$ cat src/rtl/prescaled_countdown_timer.sv
module prescaled_countdown_timer #(
  parameter int DW = 32,
  parameter int PW = 8,
  parameter int AW = 8
) (
  input  logic          clk,
  input  logic          rst_n,
  input  logic [AW-1:0] bus_addr,
  input  logic          bus_we,
  input  logic [DW-1:0] bus_wdata,
  output logic [DW-1:0] bus_rdata,
  output logic          irq
);

  localparam logic [AW-1:0] OFF_LOAD = AW'(0);
  localparam logic [AW-1:0] OFF_CNT  = AW'(4);
  localparam logic [AW-1:0] OFF_CTRL = AW'(8);
  localparam logic [AW-1:0] OFF_STAT = AW'(12);
  localparam int PS_LSB = 8;

  logic [DW-1:0] load_q, cnt_q;
  logic          en_q, rl_q, stat_q;
  logic [PW-1:0] ps_q, div_q;

  wire wr_load = bus_we && (bus_addr == OFF_LOAD);
  wire wr_cnt  = bus_we && (bus_addr == OFF_CNT);
  wire wr_ctrl = bus_we && (bus_addr == OFF_CTRL);
  wire wr_stat = bus_we && (bus_addr == OFF_STAT);

  wire cnt_wr  = wr_load || wr_cnt;
  wire en_rise = wr_ctrl && !en_q && bus_wdata[0];
  wire running = en_q && (cnt_q != '0);
  wire step    = running && (div_q == ps_q);
  wire last    = (cnt_q == DW'(1));
  wire expire  = step && last && !cnt_wr;

  always_ff @(posedge clk or negedge rst_n) begin
    if (!rst_n) begin
      load_q <= '0;
      cnt_q  <= '0;
      en_q   <= 1'b0;
      rl_q   <= 1'b0;
      ps_q   <= '0;
      div_q  <= '0;
      stat_q <= 1'b0;
    end else begin
      if (wr_load) load_q <= bus_wdata;

      if (wr_ctrl) begin
        en_q <= bus_wdata[0];
        rl_q <= bus_wdata[1];
        ps_q <= bus_wdata[PS_LSB +: PW];
      end

      if (cnt_wr)
        cnt_q <= bus_wdata;
      else if (en_rise && (cnt_q == '0) && bus_wdata[1])
        cnt_q <= load_q;
      else if (step)
        cnt_q <= last ? (rl_q ? load_q : '0) : cnt_q - DW'(1);

      if (cnt_wr || en_rise || step)
        div_q <= '0;
      else if (running)
        div_q <= div_q + PW'(1);

      if (expire)
        stat_q <= 1'b1;
      else if (wr_stat && bus_wdata[0])
        stat_q <= 1'b0;
    end
  end

  logic [DW-1:0] ctrl_rd;
  always_comb begin
    ctrl_rd = '0;
    ctrl_rd[0] = en_q;
    ctrl_rd[1] = rl_q;
    ctrl_rd[PS_LSB +: PW] = ps_q;
  end

  always_comb begin
    case (bus_addr)
      OFF_LOAD: bus_rdata = load_q;
      OFF_CNT:  bus_rdata = running ? cnt_q : '0;
      OFF_CTRL: bus_rdata = ctrl_rd;
      OFF_STAT: bus_rdata = {{(DW-1){1'b0}}, stat_q};
      default:  bus_rdata = '0;
    endcase
  end

  assign irq = stat_q;

endmodule

$ cat config.mk
export PLATFORM = sky130hd
export DESIGN_NAME = prescaled_countdown_timer
export DESIGN_NICKNAME = d
export VERILOG_FILES = /design/src/rtl/prescaled_countdown_timer.sv
export SDC_FILE = /design/constraint.sdc
export NUM_CORES = 1
export LEC_CHECK = 0
export ABC_CLOCK_PERIOD_IN_PS = 4090
export BUFFER_PORTS_ARGS = -buffer_cell sky130_fd_sc_hd__buf_2
export CORE_MARGIN = 4
export CORE_UTILIZATION = 30
export DETAILED_ROUTE_END_ITERATION = 10
export GPL_TIMING_DRIVEN = 0
export PLACE_DENSITY = 0.58
export REMOVE_ABC_BUFFERS = 1
export SLEW_MARGIN = 10
export SYNTH_ARGS = -nofsm -noshare
export SYNTH_HDL_FRONTEND = slang
export SYNTH_SLANG_ARGS = --single-unit
$ cat constraint.sdc
create_clock -name clk -period 4.09 [get_ports clk]
set_input_delay 0.6135 -clock clk [delete_from_list [all_inputs] [get_ports clk]]
set_output_delay 0.6135 -clock clk [all_outputs]
set_load 0.01 [all_outputs]
**Yosys cells after proc, flatten, opt, wreduce, memory -nomap -nowiden**

Cells that the tools add are included.

- Equality and inequality tests: 5
- Bitwise gates (word level): 0
- Mux-type cells: 11
- Add/sub/neg operators: 2
- Order comparisons: 0
- Div/mod/pow operators: 0
- Shift-type cells: 0
- $mul: 0
- Reduce and logical (&&, ||, !) cells: 24

Operators by type and width:

| cell | count |
|---|---|
| 2-to-1 mux 32 bit | 6 |
| one-hot mux 32 bit (4 select lines) | 1 |
| equality test 32 x 1 -> 1 bit, second input constant | 1 |
| zero test 32 bit | 1 |
| nonzero test 32 bit | 1 |
| subtractor 32 x 1 -> 32 bit, second input constant | 1 |
| equality test 8 x 4 -> 1 bit, second input constant | 2 |
| 2-to-1 mux 8 bit | 2 |
| logical AND 1 bit | 13 |
| adder 8 x 1 -> 8 bit, second input constant | 1 |
| equality test 8 x 3 -> 1 bit, second input constant | 1 |
| equality test 8 bit | 1 |
| zero test 8 bit | 1 |
| nonzero test 2 bit | 2 |
| logical OR 1 bit | 3 |
| nonzero test 3 bit | 1 |
| zero test 1 bit | 2 |
| 2-to-1 mux 1 bit | 2 |

- Memories kept: 0
- Input bits: 43
- Flip-flop bits (word level): 83
- Logic and storage cells: 49
- RAM bits: 0
- ROM bits: 0
- Output and inout bits: 33
- Latch bits: 0

**Longest topological paths before layout**

Gate-level depths: netlist of run 1.

- Word-level depth: 8
- Depth in mapped cells: 9
- Mapped depth without buffers: 8

**Worst setup path before layout of run 1**

No wires, ideal clock.

- Path kind: reg-to-output
- Start: reg cnt_q[26]
- End: out bus_rdata[11]
- Arrival time: 2.859 ns
- Path slack: 0.617 ns
- Buffers on the path: 3
- Cell stages (with the launch flop): 10
- Required time: 3.477 ns
- Path through: dfrtp_1 > or4_1 > or4b_1 > buf_2 > o41a_1 > and3_1 > clkbuf_1 > clkbuf_1 > a222oi_1 > inv_1

- Longest elaborated chain between the ends: 4

Ends and longest elaborated chain:

| element | RTL line | RTL |
|---|---|---|
| start, declared | 21 | `logic [DW-1:0] load_q, cnt_q;` |
| start signal, assigned | 56 | `cnt_q <= bus_wdata;` |
| start signal, assigned | 58 | `cnt_q <= load_q;` |
| start signal, assigned | 60 | `cnt_q <= last ? (rl_q ? load_q : '0) : cnt_q - DW'(1);` |
| nonzero test 32 bit | 32 | `wire running = en_q && (cnt_q != '0);` |
| logical AND 1 bit | 32 |  |
| 2-to-1 mux 32 bit | 85 | `OFF_CNT: bus_rdata = running ? cnt_q : '0;` |
| one-hot mux 32 bit (4 select lines) | 83 | `case (bus_addr)` |
| end, declared | 11 | `output logic [DW-1:0] bus_rdata,` |

Every way passes these cells.

**Final worst setup path of run 1**

- Start: reg cnt_q[26]
- End: out bus_rdata[10]

Same word-level chain as after synthesis.

==> flow_results.org, run 1 <==
** Worst setup path
- Traced cell by cell, the critical path runs through or4_4, or4b_4, o41a_4, and3_4, a222oi_1, inv_1, buf_2.
- Launch instance of the worst register-to-register path :: cnt_q[26]
- Logic depth of the worst register-to-register path :: 9
- CP peak stage delay :: around 570 ps
- The worst setup path is of the reg -> out kind.
- The endpoint identified for the worst register-to-register timing path is cnt_q[25].
- Data on the critical path arrives at its endpoint at roughly 3400 ps.
- Launching element type of the critical path :: flip-flop
- The worst setup path is captured at an output pin.
- Setup slack on the worst flop-to-flop path :: 570 ps
- Maximum fanout along the worst path :: 9
- Master of the slowest instance on the critical path :: sky130_fd_sc_hd__or4_4
- Data on the critical path is required at its endpoint by around 3500 ps.

** Timing
- Unrepaired setup endpoints after global routing :: false
- The number of hold violations in the final report was 0.
- Of the available clock period, the critical path in the final layout requires 0.9770.
- Max Clk Rate :: 0.2502 GHz
- Normalized max-slew margin :: 0.4206
- Setup WS post-layout :: about 94 ps
- For the pin with the worst max-slew slack, the measured transition is slightly below 900 ps.
- In the final timing run, aggregate negative setup slack is 0 ps.
- Max-slew violation total from the final report :: 0
- The clock arrives with around 6.2 ps of skew.
- Counting I/O delays and the setup requirement, the final critical path takes 3996 ps.
- Final setup violation count :: 0

** GRT
- Overflow left after global routing :: 0
- Maximum number of pins on one net before global-route repair :: 64
- The first global-routing pass estimated 24580 um of wire.
- Number of global-route vias before repair :: 4462
- Global-route usage over all layers :: 0.1707
- The number of antenna violations at the first check in global routing is 0.

** Route
- Number of violations reported at the end of detailed-routing iteration 0 :: around 430
- After detailed routing, the total wire length is between 15000 and 20000 um.
- Detailed routing inserted a total of ~4400 vias.
- After detailed routing, the number of remaining DRC violations is 0.
- The pre-antenna-repair detailed-routing pass consisted of 5 iterations.
- Routed len/inst :: a little under 20 um
- The routed design uses ~7400 um of met2 wire.
- For this block, wires on met1 add up to around 6700 um.
- The detail route stage leaves a number of antenna-violating nets equal to 0.
- In the routed layout, each cell is associated on average with a via count of about 5.5.
- Signal routing reaches up to met4.
- Detailed routing placed a total of 844 um of wire on met3.

** Yosys
- The most used flip-flop cell after synthesis is sky130_fd_sc_hd__dfrtp_1.
- Post-synth EDFFs :: 0
- For this run, the register share of the synthesized area comes to 0.4262.
- Synth Warn # :: 0
- Count of state elements after synthesis :: 83
- Fraction of synthesized cell area in xor and xnor cells :: 0.06829
- The mapped netlist covers approximately 4900 um2.
- Of the total synthesized cell area, the portion taken by full adders, half adders and majority gates is 0.01027.
- Of the total synthesized cell area, the portion taken by AND, OR, NAND and NOR gates is 0.1528.
- Leading cell types by total area after synthesis :: sky130_fd_sc_hd__dfrtp_1 43%, sky130_fd_sc_hd__mux2_2 9.9%, sky130_fd_sc_hd__a221oi_1 4.7%
- The complex-gate fraction of the synthesized area came to 0.2005.
- Of the post-synthesis cell area, the part taken by muxes is 0.1014.
- After technology mapping, the gate count stands at around 500.
- In the synthesized netlist the async set-or-reset flop fraction comes to 1.000.
- After synthesis, the netlist uses 42 different library cells.
- Leading area contributor after synthesis :: sky130_fd_sc_hd__dfrtp_1
- Average footprint of a synthesized cell :: slightly below 10 um2
- Largest family of logic cells by synthesized area :: compound AO/OA/AOI/OAI gates
- The share of synthesized area in the top cell type comes to 0.4262.

** Layout
- Share of final-layout standard cells stronger than drive strength 1 :: 0.3026
- Leading cell types in the layout, fill and taps excluded :: 82 x sky130_fd_sc_hd__dfrtp_1, 74 x sky130_fd_sc_hd__buf_2, 49 x sky130_fd_sc_hd__nor2_1, 43 x sky130_fd_sc_hd__mux2_2, 41 x sky130_fd_sc_hd__nand2_1
- From synthesis to final layout, the design area changed by 25.42%.
- The count of cells in the finished layout, fillers not included, comes to between 700 and 800.
- The number of antenna diodes in the final layout is 0.
- Leaving out fill and tap cells, the most frequent cell in the layout is sky130_fd_sc_hd__dfrtp_1.
- The net count of the finished layout is approximately 620.

** Floorplan
- In this run the horizontal extent of the chip is between 100 and 150 um.
- The floorplan has 46 rows.
- Height of the chip :: 135.5 um
- Area enclosed by the die boundary :: approximately 18000 um2
- Effective utilization at floorplan :: 0.3068
- Core outline area :: ~16000 um2
- Boundary Pins :: between 70 and 80

** Placement
- Cell total after placement :: about 770
- Routability-driven placement congestion ratio :: between 0.8 and 0.9
- OpenSTA, run right after detailed placement, puts the worst setup slack at -495.7 ps.
- In this run the tool buffered the top-level ports with between 70 and 80 buffer cells.
- Half-perimeter wire length of the detailed placement result :: between 10000 and 15000 um

** Run status
- The flow ran to the end, and the final reports show no timing, DRC or antenna violations.

** Clock tree
- CTS Sinks :: 83
- Clock transition at the register clock pins on the worst setup and hold paths after CTS :: ~60 ps
- Maximum clock insertion buffer count :: 2
- TritonCTS built the clock tree.
- Counting the buffers created by CTS gives 9.
- In this run the clock root is driven by a sky130_fd_sc_hd__clkbuf_16.
- In this run the number of H-tree levels came out at 3.
- Clock network latency to the later pin of the worst-skew pair :: between 300 and 400 ps

** Pwr
- Total power per unit cell area :: 545.9 nW/um2
- Leak :: ~2.9 nW
- VDD sags by at most approximately 0.23 mV.

** Worst hold path
- The min-delay analysis places its worst path in the category in -> async.

** Flow run
- The tool flagged a number of max-cap violations equal to 0.
-- cells by family (layout without fill, tap and decap cells) --
family          Yosys count  after routing
fa+ha+maj                 4              4
xor+xnor                 38             38
mux                      44             44
buf+inv                  50            129
flops                    83             83
compound gates          120            120
simple gates            156            157
-- flip-flops by register name, summed over array words and instances (netlist names) --
| register | count |
|---|---|
| cnt_q | 32 |
| load_q | 32 |
| div_q | 8 |
| ps_q | 8 |
| en_q | 1 |
| irq | 1 |
| rl_q | 1 |
-- metal layers --
| layer | track usage | up-vias |
|---|---|---|
| met1 | 0.2221 | 2182 |
| li1 | - | 2037 |
| met5 | 0 | - |
| met2 | 0.2801 | 123 |
| met3 | 0.03232 | 24 |
| met4 | 0.06887 | 0 |
-- metrics by stage --
step | area [um2] | util | hold WS (ps) | power [mW]
finish | 6112 | 0.3848 | 161.9 | 3.337
global route | 6112 | 0.3848 | 185.4 | 3.555
CTS | 6066 | 0.3819 | 165.0 | 3.334
detailed placement | 5655 | 0.3560 | 509.6 | 2.270
global placement | 5370 | 0.3381 | 513.1 | 2.193
floorplan | 4725 | - | 317.9 | 1.935
-- synth_stat cells (2+ instances only) --
| master | number |
|---|---|
| sky130_fd_sc_hd__dfrtp_1 | 83 |
| sky130_fd_sc_hd__nor2_1 | 50 |
| sky130_fd_sc_hd__mux2_2 | 43 |
| sky130_fd_sc_hd__nand2_1 | 41 |
| sky130_fd_sc_hd__clkbuf_1 | 29 |
| sky130_fd_sc_hd__o31ai_1 | 28 |
| sky130_fd_sc_hd__a221oi_1 | 26 |
| sky130_fd_sc_hd__xor2_1 | 25 |
| sky130_fd_sc_hd__a22o_1 | 22 |
| sky130_fd_sc_hd__nor3_1 | 16 |
| sky130_fd_sc_hd__nor4_1 | 16 |
| sky130_fd_sc_hd__inv_1 | 13 |
| sky130_fd_sc_hd__o21ai_0 | 13 |
| sky130_fd_sc_hd__xnor2_1 | 13 |
| sky130_fd_sc_hd__nand4_1 | 12 |
| sky130_fd_sc_hd__a222oi_1 | 9 |
| sky130_fd_sc_hd__buf_2 | 8 |
| sky130_fd_sc_hd__o21ai_1 | 6 |
| sky130_fd_sc_hd__a221o_1 | 5 |
| sky130_fd_sc_hd__ha_1 | 4 |
| sky130_fd_sc_hd__or4_1 | 4 |
| sky130_fd_sc_hd__and3_1 | 3 |
| sky130_fd_sc_hd__a211oi_1 | 2 |
| sky130_fd_sc_hd__and2_1 | 2 |
| sky130_fd_sc_hd__nand3_1 | 2 |
| sky130_fd_sc_hd__nor3b_1 | 2 |
| sky130_fd_sc_hd__o41ai_1 | 2 |
| sky130_fd_sc_hd__or3_1 | 2 |
-- critical path: cells and delay by family, from the launching register on --
kind	cells	cell delay (ps)
simple gates	3	1330
flops	1	450
buf+inv	2	250
compound gates	2	1000
-- final cells by class --
| type | instances | area, um2 |
|---|---|---|
| inverter | 13 | 48.80 |
| sequential | 83 | 2078 |
| fill | 1578 | 9773 |
| timing repair buffer | 100 | 690.7 |
| clock inverter | 6 | 112.6 |
| multi-input combinational | 363 | 2673 |
| clock buffer | 10 | 239.0 |
| tap | 216 | 270.3 |
-- worst max-delay path by stage --
stage	startpoint	to	slack, ps	depth (start not counted)
after floorplan	bus_addr[1]	cnt_q[18]	-460	6
after global placement	bus_addr[1]	cnt_q[25]	-3740	7
after detailed placement	cnt_q[11]	bus_rdata[10]	-500	7
after CTS	cnt_q[26]	bus_rdata[10]	40	7
after global routing	cnt_q[26]	bus_rdata[10]	30	7
final	cnt_q[26]	bus_rdata[10]	90	7
-- report_power, final --
part	leakage, nW	internal (mW)	switching (mW)
sequential	1.13	0.962	0.219
combinational	1.60	0.501	0.688
clock	0.173	0.615	0.352
total	2.90	2.08	1.26
-- timing repair --
action                     4_1_cts  5_1_grt
resized for setup                5        2
setup endpoints to repair       32       25
cloned                           1        0
setup buffers                    4        5
hold buffers                     0        0
pin swaps                        5        1
(Power assumes the default switching activity.)
==> inputs of run 2 (changes only) <==
- ABC_AREA: default -> 1
- CORE_UTILIZATION: 30 -> 45
- PLACE_DENSITY: 0.58 -> 0.75
==> run 2 against run 1 <==
Net effect:
- via count up 41%
- final cell count increased by 51%
- largest cell class unchanged
- synthesized cell count up 95%
- sequential share of layout area fell by 3.5 points
- clock power fell by 16%
==> flow_results.org, run 2 <==
** Timing
- Layout Skew :: 11.23 ps (+5.037 ps)
- Unrepaired setup endpoints after global routing :: false
- Final setup violation count :: 0 (unchanged)
- Final Cycle Share :: 0.9062 (-0.07085)
- The final count of pins violating max slew came to 0 (unchanged).
- The upper clock frequency limit is 0.2698 GHz (+7.8%).
- Smallest hold slack :: 226.0 ps (+64.03 ps)
- Normalized max-slew margin :: 0.2025 (-0.2180)
- The minimum clock period after layout was 3706 ps (-289.8 ps).
- Least-Margin Pin Slew :: 1193 ps (+325.9 ps)
- Final number of hold-violating endpoints :: 0 (unchanged)

** Worst setup path
- Launch instance of the worst register-to-register path :: cnt_q[8]
- The endpoint arrival time on the critical path came to 3090 ps (-290 ps).
- Launching element type of the critical path :: flip-flop
- Kind of critical path :: reg -> out
- The maximum net fanout on the critical path came to 30 (+21).
- The worst setup path is captured at an output pin.
- In this run the critical register-to-register path is captured at cnt_q[15].
- Logic depth of the worst register-to-register path :: 11 (+2)
- Setup slack on the worst flop-to-flop path :: 1240 ps (+670 ps)
- Required time reported for the critical path endpoint :: 3480 ps (about the same)

** Layout
- The area growth from synthesis to layout is 13.21%.
- The share of final-layout standard cells stronger than drive strength 1 is 0.1156 (-0.1870).
- Leading cell types in the layout, fill and taps excluded :: 387 x sky130_fd_sc_hd__nand2_1, 119 x sky130_fd_sc_hd__inv_1, 84 x sky130_fd_sc_hd__nand3_1, 83 x sky130_fd_sc_hd__nor2_1, 83 x sky130_fd_sc_hd__dfrtp_1
- End-of-flow core utilization :: 0.5288 (+0.1440)
- The number of standard cells in the layout, taps in and fillers out is 1193 (+51%).
- Leaving out fill and tap cells, the most frequent cell in the layout is sky130_fd_sc_hd__nand2_1.
- The final layout net count was 1065 (+73%).
- Registers with the most flip-flops :: cnt_q (32), load_q (32)
- Ant diodes :: 0 (unchanged)

** Worst hold path
- Class of the most critical hold timing path :: in -> async

** Clock tree
- The root buffer cell chosen for the clock tree is sky130_fd_sc_hd__clkbuf_16.
- The number of sinks on the clock net came to 83 (unchanged).
- Clock network latency to the later pin of the worst-skew pair :: 350 ps (about the same)
- The maximum clock path buffer count came to 2 (unchanged).
- Quantity of hold-fixing buffers added after cts :: 0 (unchanged)
- TritonCTS clock tree :: done
- Clock transition at the register clock pins on the worst setup and hold paths after CTS :: 60 ps (about the same)
- The clock buffer count from CTS is 9 (unchanged).
- H-tree levels :: 3 (unchanged)

** Yosys
- Yosys instantiated no cell more often than sky130_fd_sc_hd__nand2_1.
- Post-Syn Instances :: 964 (+95%)
- The number of unique standard cell types used by synthesis is 33 (-21%).
- The number of enable flip-flop cells after synthesis was 0 (unchanged).
- Sequential share of the synthesized area :: 0.3453 (-0.08086)
- Sorting the synthesized cells by area gives the leading types as sky130_fd_sc_hd__dfrtp_1 35%, sky130_fd_sc_hd__nand2_1 24%, sky130_fd_sc_hd__inv_1 7.4%.
- The biggest area contributor in the post-synthesis netlist is sky130_fd_sc_hd__dfrtp_1.
- Netlist area before placement :: 6015 um2 (+23%)
- The share of the synthesized area in the top cell type is 0.3453 (-0.08086).
- Count of state elements after synthesis :: 83 (unchanged)
- Synth cell count leaders :: 389 x sky130_fd_sc_hd__nand2_1, 119 x sky130_fd_sc_hd__inv_1, 84 x sky130_fd_sc_hd__nand3_1, 84 x sky130_fd_sc_hd__nor2_1, 83 x sky130_fd_sc_hd__dfrtp_1
- The mean instance size in the synthesized netlist is 6.239 um2 (-37%).
- The share of synthesized registers carrying an async set or reset is 1.000 (unchanged).
- The Yosys warning count was 0 (unchanged).
- The most used flip-flop cell after synthesis is sky130_fd_sc_hd__dfrtp_1.

** Pwr
- Maximum resistive drop on vdd :: 0.2036 mV (-11%)
- Leak :: 3.778 nW (+30%)
- Total power per unit cell area :: 432.4 nW/um2 (-21%)

** Placement
- Routability-driven placement congestion ratio :: 0.8903 (+6.5%)
- The cell count after placement is 1179 (+54%).
- Half-perimeter wire length of the detailed placement result :: 12020 um (+16%)
- Count of input and output buffers :: 75 (unchanged)

** Floorplan
- Rows :: 41 (-11%)
- Area enclosed by the die boundary :: 15280 um2 (-17%)
- Core outline area :: 12880 um2 (-19%)
- Die W :: 123.6 um (-8.7%)
- Height of the chip :: 123.6 um (-8.7%)
- The count of boundary I/O pins is 76 (unchanged).
- The effective utilization at floorplan is 0.4671 (+0.1603).

** GRT
- The pin count of the biggest net entering global routing came to 53 (-17%).
- The number of antenna violations at the first check in global routing is 0 (unchanged).
- The global-route congestion overflow total was 0 (unchanged).
- Number of global-route vias before repair :: 5834 (+31%)
- The first-pass GRT wire length is 28480 um (+16%).
- The combined global-route utilization of all metal layers is 0.2362 (+0.06554).

** Route
- The mean routed wirelength per cell came to 14.27 um (-26%).
- Drt first pass iters :: 5 (unchanged)
- The total vias in the final route was 6177 (+41%).
- Number of violations reported at the end of detailed-routing iteration 0 :: 703 (+62%)
- DRC viols :: 0 (unchanged)
- Via density per instance :: 5.178 (-6.2%)
- Overall routed net length :: 17020 um (+11%)
- Remaining number of nets flagged by the antenna check after routing :: 0 (unchanged)

** Run status
- The run finished with clean final reports.

** Flow run
- Maximum Capacitance Violations :: 0 (unchanged)
==> run 2: power breakdown <==
part	internal [mW]	switching, mW	total (mW)	leakage, nW
clock	0.481	0.332	0.814	0.141
combinational	0.383	0.713	1.10	2.55
sequential	0.918	0.116	1.03	1.08
total	1.78	1.16	2.94	3.78
==> run 2: kinds of logic after synthesis <==
| kind of cell | synth area share |
|---|---|
| flip-flops | 0.3453 |
| adder cells (fa/ha/maj) | 0.008322 |
| buffers and inverters | 0.1186 |
| AO/OA/AOI/OAI | 0.08217 |
| XOR/XNOR | 0.02767 |
| AND/OR/NAND/NOR | 0.4179 |
==> run 2: through the flow <==
| step | instance area, um2 | setup WS, ps | total power [mW] | setup TNS (ps) |
|---|---|---|---|---|
| after floorplan | 5811 | 348.2 | 1.840 | 0 |
| after global placement | 6401 | -1641 | 2.093 | -69530 |
| after detailed placement | 6521 | 8.952 | 2.119 | 0 |
| after CTS | 6809 | 389.3 | 2.937 | 0 |
| after global routing | 6809 | 165.2 | 3.160 | 0 |
| final | 6809 | 383.7 | 2.944 | 0 |
==> run 2: layout make-up <==
| type | count | area, um2 |
|---|---|---|
| Clock buffer | 11 | 242.7 |
| Clock inverter | 3 | 40.04 |
| Fill cell | 1320 | 6067 |
| Inverter | 135 | 509.2 |
| Multi-Input combinational cell | 710 | 3244 |
| Sequential cell | 83 | 2077 |
| Tap cell | 172 | 215.2 |
| Timing Repair Buffer | 79 | 480.5 |
==> run 2: worst max path at each step <==
stage / start / to / slack, ps / cells past startpoint
after floorplan: bus_addr[1] / div_q[4] / 350 / 8
after global placement: bus_addr[1] / div_q[4] / -1640 / 9
after detailed placement: cnt_q[0] / bus_rdata[20] / 9 / 10
after CTS: cnt_q[0] / bus_rdata[20] / 390 / 10
after global routing: cnt_q[0] / bus_rdata[20] / 170 / 10
final: cnt_q[0] / bus_rdata[20] / 380 / 10
==> run 2: what timing repair did <==
item / CTS / global route
buffers inserted: 0 / 0
hold endpoints to repair: 0 / 0
gates resized for setup: 2 / 0
setup endpoints to repair: 30 / 0
==> run 2: routing by layer <==
metal	GRT usage	share of wire
met4	0.06851	0.015
met5	0	0
met2	0.3694	0.45
met3	0.04087	0.076
met1	0.3367	0.46
==> run 2: critical path, cell delays in order (launching register included) <==
cell and delay (ps):
sky130_fd_sc_hd__dfrtp_1 380, sky130_fd_sc_hd__inv_1 130, sky130_fd_sc_hd__ha_1 220, sky130_fd_sc_hd__nand2_1 80
sky130_fd_sc_hd__nor2_1 50, sky130_fd_sc_hd__nand2_1 90, sky130_fd_sc_hd__nor2_1 80, sky130_fd_sc_hd__nor2_2 500
sky130_fd_sc_hd__nand2_2 570, sky130_fd_sc_hd__o21ai_0 440, sky130_fd_sc_hd__buf_2 200
